`src/rtl/mem_read_master.sv`:
```
module mem_read_master #(
  parameter int ADDR_W = 16,
  parameter int DATA_W = 16
) (
  input  logic              clk2x,
  input  logic              rst_n,
  input  logic              req,
  input  logic [ADDR_W-1:0] req_addr,
  output logic              busy,
  output logic              done,
  output logic [DATA_W-1:0] rdata,
  output logic              bus_clk,
  output logic [ADDR_W-1:0] bus_addr,
  output logic              mreq_n,
  output logic              rd_n,
  input  logic              wait_n,
  input  logic [DATA_W-1:0] bus_data
);
  typedef enum logic [3:0] {
    P_IDLE, P_T1H, P_T1L, P_T2H, P_T2L, P_TWH, P_TWL, P_T3H, P_T3L
  } phase_t;

  phase_t            ph, ph_nx;
  logic [ADDR_W-1:0] addr_q;
  logic              in_cycle, strobe_on, accept;

  assign in_cycle  = (ph != P_IDLE);
  assign strobe_on = in_cycle && (ph != P_T1H);
  assign busy      = in_cycle || bus_clk;
  assign accept    = req && !busy;
  assign bus_addr  = in_cycle ? addr_q : '0;
  assign mreq_n    = !strobe_on;
  assign rd_n      = !strobe_on;
  assign done      = (ph == P_T3L);

  always_comb begin
    ph_nx = ph;
    case (ph)
      P_IDLE:  if (accept) ph_nx = P_T1H;
      P_T1H:   ph_nx = P_T1L;
      P_T1L:   ph_nx = P_T2H;
      P_T2H:   ph_nx = P_T2L;
      P_T2L:   ph_nx = wait_n ? P_T3H : P_TWH;
      P_TWH:   ph_nx = P_TWL;
      P_TWL:   ph_nx = wait_n ? P_T3H : P_TWH;
      P_T3H:   ph_nx = P_T3L;
      P_T3L:   ph_nx = P_IDLE;
      default: ph_nx = P_IDLE;
    endcase
  end

  always_ff @(posedge clk2x) begin
    if (!rst_n) begin
      ph      <= P_IDLE;
      bus_clk <= 1'b0;
      addr_q  <= '0;
      rdata   <= '0;
    end else begin
      ph      <= ph_nx;
      bus_clk <= !bus_clk;
      if (accept) addr_q <= req_addr;
      if (ph == P_T3H) rdata <= bus_data;
    end
  end
endmodule

```
`config.mk`:
```
export PLATFORM = sky130hd
export DESIGN_NAME = mem_read_master
export DESIGN_NICKNAME = d
export VERILOG_FILES = /design/src/rtl/mem_read_master.sv
export SDC_FILE = /design/constraint.sdc
export NUM_CORES = 1
export LEC_CHECK = 0
export BUFFER_PORTS_ARGS = -buffer_cell sky130_fd_sc_hd__clkbuf_2
export CORE_MARGIN = 8
export CORE_UTILIZATION = 48
export CTS_BUF_LIST = sky130_fd_sc_hd__clkbuf_4
export DETAILED_ROUTE_END_ITERATION = 10
export PLACE_DENSITY_LB_ADDON = 0.2
export SETUP_SLACK_MARGIN = 0.2
export SLEW_MARGIN = 10
export SYNTH_ARGS = -nofsm -noshare
export SYNTH_HDL_FRONTEND = slang
export SYNTH_SLANG_ARGS = --single-unit
```
`constraint.sdc`:
```
create_clock -name clk2x -period 2.05 [get_ports clk2x]
set_input_delay 0.205 -clock clk2x [delete_from_list [all_inputs] [get_ports clk2x]]
set_output_delay 0.205 -clock clk2x [all_outputs]
set_load 0.05 [all_outputs]
```
**Word-level counts from Yosys, hierarchy flattened**

Cells that the tools add are included.

- Input bits: 36
- Register bits: 37
- Logic and storage cells: 27

- Eq/ne operators: 10
- Reductions and logical operators: 9
- Mux-type cells: 4

Operators by type and width:

| cell | count |
|---|---|
| $pmux W4 S7 | 1 |
| $eq A4 B3 Y1 const B | 4 |
| $mux W16 | 1 |
| $eq A4 B2 Y1 const B | 2 |
| $eq A4 B1 Y1 const B | 1 |
| $eq A4 B4 Y1 const B | 1 |
| $logic_not A4 Y1 | 1 |
| $mux W4 | 1 |
| $ne A4 B1 Y1 const B | 1 |
| $reduce_bool A4 Y1 | 1 |
| $logic_not A1 Y1 | 3 |
| $logic_and A1 B1 Y1 | 2 |
| $mux W2 | 1 |
| $ne A2 B2 Y1 const B | 1 |
| $reduce_or A2 Y1 | 1 |
| $logic_or A1 B1 Y1 | 1 |

**Logic depth before layout (Yosys ltp)**

Gate-level depths: netlist of the first run.

- Word-level depth: 6
- Mapped depth: 6
- Mapped depth without buffers: 3

**Worst setup path before layout of the first run**

Ideal clock, no wire load.

- Kind: register to output
- Start point: reg ph[2]
- End point: out done
- Data required time: 1.845 ns
- Cell stages (with the launch flop): 3
- Path buffers: 1
- Arrival: 2.058 ns
- Setup slack: -0.213 ns
- Cells stage by stage: dfxtp_1 buf_2 nor4b_1

- Longest elaborated chain between the ends: 1

RTL lines:

| element | RTL line | source |
|---|---|---|
| start, declared | 23 | `phase_t ph, ph_nx;` |
| start signal, assigned | 59 | `ph <= ph_nx;` |
| $eq A4 B4 Y1 | 34 | `assign done = (ph == P_T3L);` |
| end, declared | 10 | `output logic done,` |

Every way passes these cells.

**Worst setup path in the final report of the first run**

- Start point: reg ph[3]
- End point: out busy

- Longest elaborated chain between the ends: 2

RTL lines:

| element | RTL line | source |
|---|---|---|
| $reduce_bool A4 Y1 | 27 | `assign in_cycle = (ph != P_IDLE);` |
| $logic_or A1 B1 Y1 | 29 | `assign busy = in_cycle \|\| bus_clk;` |
| end, declared | 9 | `output logic busy,` |

Every way passes these cells.

==> results.txt, run 1 <==
DR DRC count = 0
largest net degree at the start of global routing = 29
# IOs = 73
crit path DAT = 1.59 ns
multi-input logic area = 778 um2
adder-cell share of the synthesized area = 0
Detail Placement HPWL = 2580 um
Setup crit end kind = output pin
pre-CTS setup slack = 0.405 ns
all-layer global routing usage = 0.136
# rows = 21
largest area contributor in the netlist = dfxtp_1
Worst-Skew Late Latency = 0.33 ns
cell repeated most along the worst path = buf_6
WL final = 3660 um
Synth cell types = 25
Die H = 73.6 um
Die ar. = 0.00541 mm2
crit path time final = 1.79 ns
peak fanout along the critical path = 7
Synth Area in Simple Gates = 0.285
area of the core = 0.00326 mm2
setup_tns = 0 ns
Slew HR = 0.707
Critical Path Source Type = flip-flop
share of Yosys cell area claimed by the top area cell type = 0.465
Worst-Margin Slew = 0.439 ns
Tightest Hold Check Type = in2reg
syn nets = 217
final net count = 294
xor-xnor portion of the synthesized cell area = 0.00550
Power Dens Cells = 688 mW/mm2
Fin Clk Skew = 0.00640 ns
Final WS setup = 0.260 ns
Max-cap violations = 0
fin crit share = 0.873
Ant. Diodes = 0
Port Buf Inserts = 72
VDD IR max = 0.474 mV
Slew Limit Fails = 0
area growth from synthesis to layout = 36.1%
critical path type = reg2out
GRT overflow = 0
drt pass-1 iters = 4
Highest Clock Rate = 559 MHz
Final Hold Viols = 0
Post-Syn Instances = 181
share of cells above drive strength 1 = 0.380
largest cells by area after synthesis = dfxtp_1 47%, nand2_1 15%, mux2i_1 10%
clk slew on worst S/H paths = 0.10 ns
min-delay src = req_addr[13]
CTS max path bufs = 2
WL per Instance = 12.0 um
via-per-instance ratio = 4.60
Max stage delay on crit path = 0.37 ns
RSZ-0062 raised after global routing = yes
Lkg Pwr = 0.989 nW
routability cong. = 0.733
mux share of post-synthesis cell area = 0.108
Cell Area, Synth = 0.00159 mm2
starting density of the core = 0.488
register area = 748 um2
Finish-stage setup viols = 0
htree depth = 2
first-pass GRT wire length = 5810 um
TritonCTS Sinks = 37
slowest stage cell, crit path = dfxtp_4
Syn Area/Cell = 8.79 um2
Synth Register Bits = 37
Worst Setup SP = ph[3]$_SDFFE_PN0P_
largest family of logic cells by synthesized area = simple AND/OR/NAND/NOR gates
fillcell total = 302
Worst EP required = 1.85 ns
Synth Area in Compound Gates = 0.0833
Num CTS Buffers = 5
YS warnings = 0
cts hold-fix bufs = 0
status = completed
vias post-DR = 1397
Critical R2R Launch = ph[3]$_SDFFE_PN0P_
crit-path cells = nor4_4 > buf_6 > or2b_1 > buf_6
Die Width = 73.6 um
sequential element share of the synthesized area = 0.465
DR iter-0 viols = 61
CTS tree = yes
vias in the first global route = 1323
Final ANT Viol Nets = 0
CTS root buffer = clkbuf_4
initial antenna violation count = 0
[kinds of logic (layout without fill, tap and decap cells)]
kind of cell,after synthesis,count (layout)
AND/OR/NAND/NOR,94,94
flip-flops,37,37
AO/OA/AOI/OAI,18,18
multiplexers,17,17
buffers and inverters,14,91
XOR/XNOR,1,1
[final timing paths]
path                                           endpoint  slack (ns)  depth (start not counted)
worst min-delay path            addr_q[13]$_SDFFE_PN0P_        0.09                          3
worst max-delay path                               busy        0.26                          4
worst max register to register   addr_q[6]$_SDFFE_PN0P_        0.42                          5
worst min register to register  addr_q[13]$_SDFFE_PN0P_        0.46                          2
[report_power, final]
part	internal (W)	switching, W	total, W
Sequential	0.000751	0.0000250	0.000776
Combinational	0.000160	0.000204	0.000364
Clock	0.000138	0.000213	0.000351
[final cells by class]
type	instances	share of cell area
clock inverters	1	0.00173
well taps	46	0.0266
flip-flops and latches	37	0.345
clock buffers	6	0.0208
repair buffers	84	0.246
multi-input cells	130	0.359
[state kept, by name (all words and copies together) (netlist names)]
signal / flops
rdata: 16
addr_q: 16
bus_clk: 1
ph: 4
[critical path: cells and delay by family (launching register included)]
family,cells,cell delay [ns]
and+or+nand+nor,2,0.56
DFF,1,0.37
buffers and inverters,2,0.32
[cell usage in the layout, fill, tap and decap left out, types with 2 or more instances in the layout]
cell type,n
and2b_1,6
clkbuf_2,57
mux2i_1,16
dfxtp_1,33
nor2_1,2
buf_4,15
clkbuf_4,6
nand2_1,65
nand2b_1,2
nor2b_1,11
a21boi_0,16
buf_6,12
dfxtp_2,3
[per-stage QoR]
| stage | cell area (um2) | hold slack [ns] | total power, W | utilization | instances |
|---|---|---|---|---|---|
| after floorplan | 1600 | 0.347 | 0.00103 | - | 181 |
| after global placement | 1970 | 0.434 | 0.00110 | 0.606 | 290 |
| after detailed placement | 1970 | 0.441 | 0.00110 | 0.606 | 290 |
| after CTS | 2060 | 0.0667 | 0.00149 | 0.633 | 301 |
| after global routing | 2170 | 0.0722 | 0.00157 | 0.665 | 304 |
| final | 2170 | 0.0857 | 0.00149 | 0.665 | 304 |
[metal layers]
layer / GRT usage / vias to the layer above / routed length (um)
met3: 0.0628 / 6 / 383
met2: 0.215 / 53 / 1590
li1: - / 732 / -
met5: 0 / - / 0
met1: 0.152 / 606 / 1630
met4: 0.0599 / 0 / 55
[synthesized netlist by cell type]
master and number:
nand4b_1 1, o21ai_0 1, dfxtp_1 37, buf_12 1
a211oi_1 1, and4b_1 1, nand2_1 65, clkbuf_1 8
nand2b_1 2, buf_4 1, or2b_1 1, buf_2 3
nor4_4 1, nor4b_1 1, mux2i_1 16, nor2b_1 11
nor3_1 1, nor2_1 2, buf_6 1, a21boi_0 16
and3b_1 1, and2_1 1, mux2_2 1, and2b_1 6
xor2_1 1
[repair_timing]
item,4_1_cts,5_1_grt
pin swaps,0,1
setup endpoints to repair,7,15
cloned,0,1
setup buffers,4,2
resized for setup,4,59
(Power assumes the default switching activity.)
==> run 2, diff against run 1 <==
--- a/config.mk
+++ b/config.mk
@@ -11,6 +11,7 @@
 export CTS_BUF_LIST = sky130_fd_sc_hd__clkbuf_4
 export DETAILED_ROUTE_END_ITERATION = 10
 export PLACE_DENSITY_LB_ADDON = 0.2
+export RECOVER_POWER = 25
 export SETUP_SLACK_MARGIN = 0.2
 export SLEW_MARGIN = 10
 export SYNTH_ARGS = -nofsm -noshare
==> run 2 against run 1 <==
Hold slack hardly changed. Highest routed layer unchanged. Critical endpoint unchanged. Largest cell class unchanged. Largest power group unchanged. Final cell count stayed put. Count of clock-buffer cells in the layout did not move.
==> results.txt, run 2 (synthesis gave the netlist of run 1 again) <==
Max stage delay on crit path = 0.41 ns (+0.04 ns)
crit path DAT = 1.59 ns (about the same)
critical path's top delay family = simple AND/OR/NAND/NOR gates
DR iter-0 viols = 42 (-31%)
largest net degree at the start of global routing = 29 (unchanged)
Fin Clk Skew = 0.00613 ns (-0.000267 ns)
Die ar. = 0.00541 mm2 (unchanged)
Design Area, Final = 0.00214 mm2 (-1.2%)
clk slew on worst S/H paths = 0.10 ns (about the same)
starting density of the core = 0.488 (unchanged)
Worst EP required = 1.85 ns (about the same)
Cells on Worst Hold Path = 3 (unchanged)
Lkg Pwr = 0.939 nW (-5.1%)
CTS tree = yes
# rows = 21 (unchanged)
cell repeated most along the worst path = buf_6
min-delay src = req_addr[13]
fin crit share = 0.876 (+0.00323)
RSZ-0062 raised after global routing = yes
R2R Setup Slk = 0.41 ns (about the same)
crit-path cells = nor4_4 > buf_6 > or2b_1 > buf_6
post-route insts no fill = 304 (unchanged)
slowest stage cell, crit path = dfxtp_1
vias post-DR = 1391 (-0.43%)
Port Buf Inserts = 72 (unchanged)
initial antenna violation count = 0 (unchanged)
Die H = 73.6 um (unchanged)
most frequent cells in the layout = 65 x nand2_1, 43 x clkbuf_2, 35 x dfxtp_1
WL per Instance = 12.1 um (+0.63%)
vias in the first global route = 1323 (unchanged)
Final ANT Viol Nets = 0 (unchanged)
Max-cap violations = 0 (unchanged)
Critical R2R Launch = ph[2]$_SDFFE_PN0P_
Final Hold Viols = 0 (unchanged)
reg2reg path depth = 5 (unchanged)
via-per-instance ratio = 4.58 (-0.43%)
Setup crit end kind = output pin
status = completed
Detail Placement HPWL = 2580 um (unchanged)
final net count = 294 (unchanged)
WL final = 3680 um (+0.63%)
Cell Area, Placed = 0.00197 mm2 (unchanged)
Regs by FF count = addr_q (16), rdata (16), ph (4)
Power Dens Cells = 695 mW/mm2 (+0.97%)
Tightest Hold Check Type = in2reg
Worst-Skew Late Latency = 0.33 ns (about the same)
critical path type = reg2out
area of the core = 0.00326 mm2 (unchanged)
Num CTS Buffers = 5 (unchanged)
DR DRC count = 0 (unchanged)
first-pass GRT wire length = 5810 um (unchanged)
Slew Limit Fails = 0 (unchanged)
VDD IR max = 0.473 mV (-0.23%)
Critical Path Source Type = flip-flop
dpl cells = 290 (unchanged)
area growth from synthesis to layout = 34.5%
crit path time final = 1.80 ns (+0.00662 ns)
Die Width = 73.6 um (unchanged)
TritonCTS Sinks = 37 (unchanged)
Finish-stage setup viols = 0 (unchanged)
peak fanout along the critical path = 7 (unchanged)
share of cells above drive strength 1 = 0.314 (-0.0659)
Highest Clock Rate = 557 MHz (-0.37%)
leading cell type in the layout, fill and taps excluded = nand2_1
cts hold-fix bufs = 0 (unchanged)
worst r2r dst = addr_q[6]$_SDFFE_PN0P_
routability cong. = 0.733 (unchanged)
CP bufs+invs = 2 (unchanged)
Ant. Diodes = 0 (unchanged)
Hold EP = addr_q[13]$_SDFFE_PN0P_
Slew HR = 0.589 (-0.119)
setup_tns = 0 ns (unchanged)
Worst-Margin Slew = 0.620 ns (+0.181 ns)
fillcell total = 313 (+3.6%)
CTS max path bufs = 2 (unchanged)
htree depth = 2 (unchanged)
GRT overflow = 0 (unchanged)
drt pass-1 iters = 4 (unchanged)
CTS root buffer = clkbuf_4
Final Power = 0.00149 W (-0.19%)
all-layer global routing usage = 0.136 (unchanged)
# IOs = 73 (unchanged)
[run 2: changes by cell type in the layout (fill, tap and decap cells not counted)]
cell,previous run,this run
dfxtp_2,3,1
nor3_2,1,0
clkbuf_1,0,14
nor3_1,0,1
dfxtp_1,33,35
clkbuf_2,57,43
[run 2: worst reg2reg max path, stage by stage (launching register included)]
cell and delay [ns]:
dfxtp_1 0.41, nor4_4 0.30, buf_4 0.21, and3b_1 0.16, buf_4 0.27, mux2i_1 0.22
[run 2: what timing repair did]
action	in CTS	in global routing
buffers inserted	4	2
gates cloned	0	1
endpoints found under the setup margin	7	15
pin swaps	0	1
gates resized for setup	4	59
[run 2: area by class of cell]
cell class,instances,area (um2),share of cell area
Clock inverter,1,3.75,0.00175
Tap cell,46,57.6,0.0269
Timing Repair Buffer,84,515,0.241
Multi-Input combinational cell,130,773,0.361
Sequential cell,37,746,0.348
Clock buffer,6,45.0,0.0210
[run 2: report_power, final]
part           switching [W]  internal, W
logic               0.000204     0.000158
registers          0.0000245     0.000750
clock network       0.000213     0.000138
total               0.000442      0.00105
[run 2: worst max-delay path by stage]
stage | startpoint | to | slack (ns) | cells after the start
after floorplan | ph[2]$_SDFFE_PN0P_ | rd_n | 0.36 | 3
after global placement | ph[0]$_SDFFE_PN0P_ | addr_q[6]$_SDFFE_PN0P_ | 0.43 | 5
after detailed placement | ph[0]$_SDFFE_PN0P_ | addr_q[5]$_SDFFE_PN0P_ | 0.40 | 5
after CTS | ph[2]$_SDFFE_PN0P_ | bus_addr[10] | 0.19 | 5
after global routing | ph[3]$_SDFFE_PN0P_ | rd_n | 0.12 | 4
final | ph[2]$_SDFFE_PN0P_ | busy | 0.25 | 4
[run 2: layer usage]
layer  wire, um  share of wire  track usage  vias up
met5          0              0            0        -
met4         55          0.015       0.0599        0
met3        361          0.098       0.0628        6
met2       1590           0.43        0.215       53
met1       1680           0.46        0.152      600
li1           -              -            -      732
[run 2: stage by stage]
stage	hold WS [ns]	util	worst slack [ns]
detailed placement	0.441	0.606	0.405
CTS	0.0667	0.633	0.189
global placement	0.434	0.606	0.433
floorplan	0.347	-	0.358
finish	0.0857	0.657	0.253
global route	0.0722	0.657	0.117
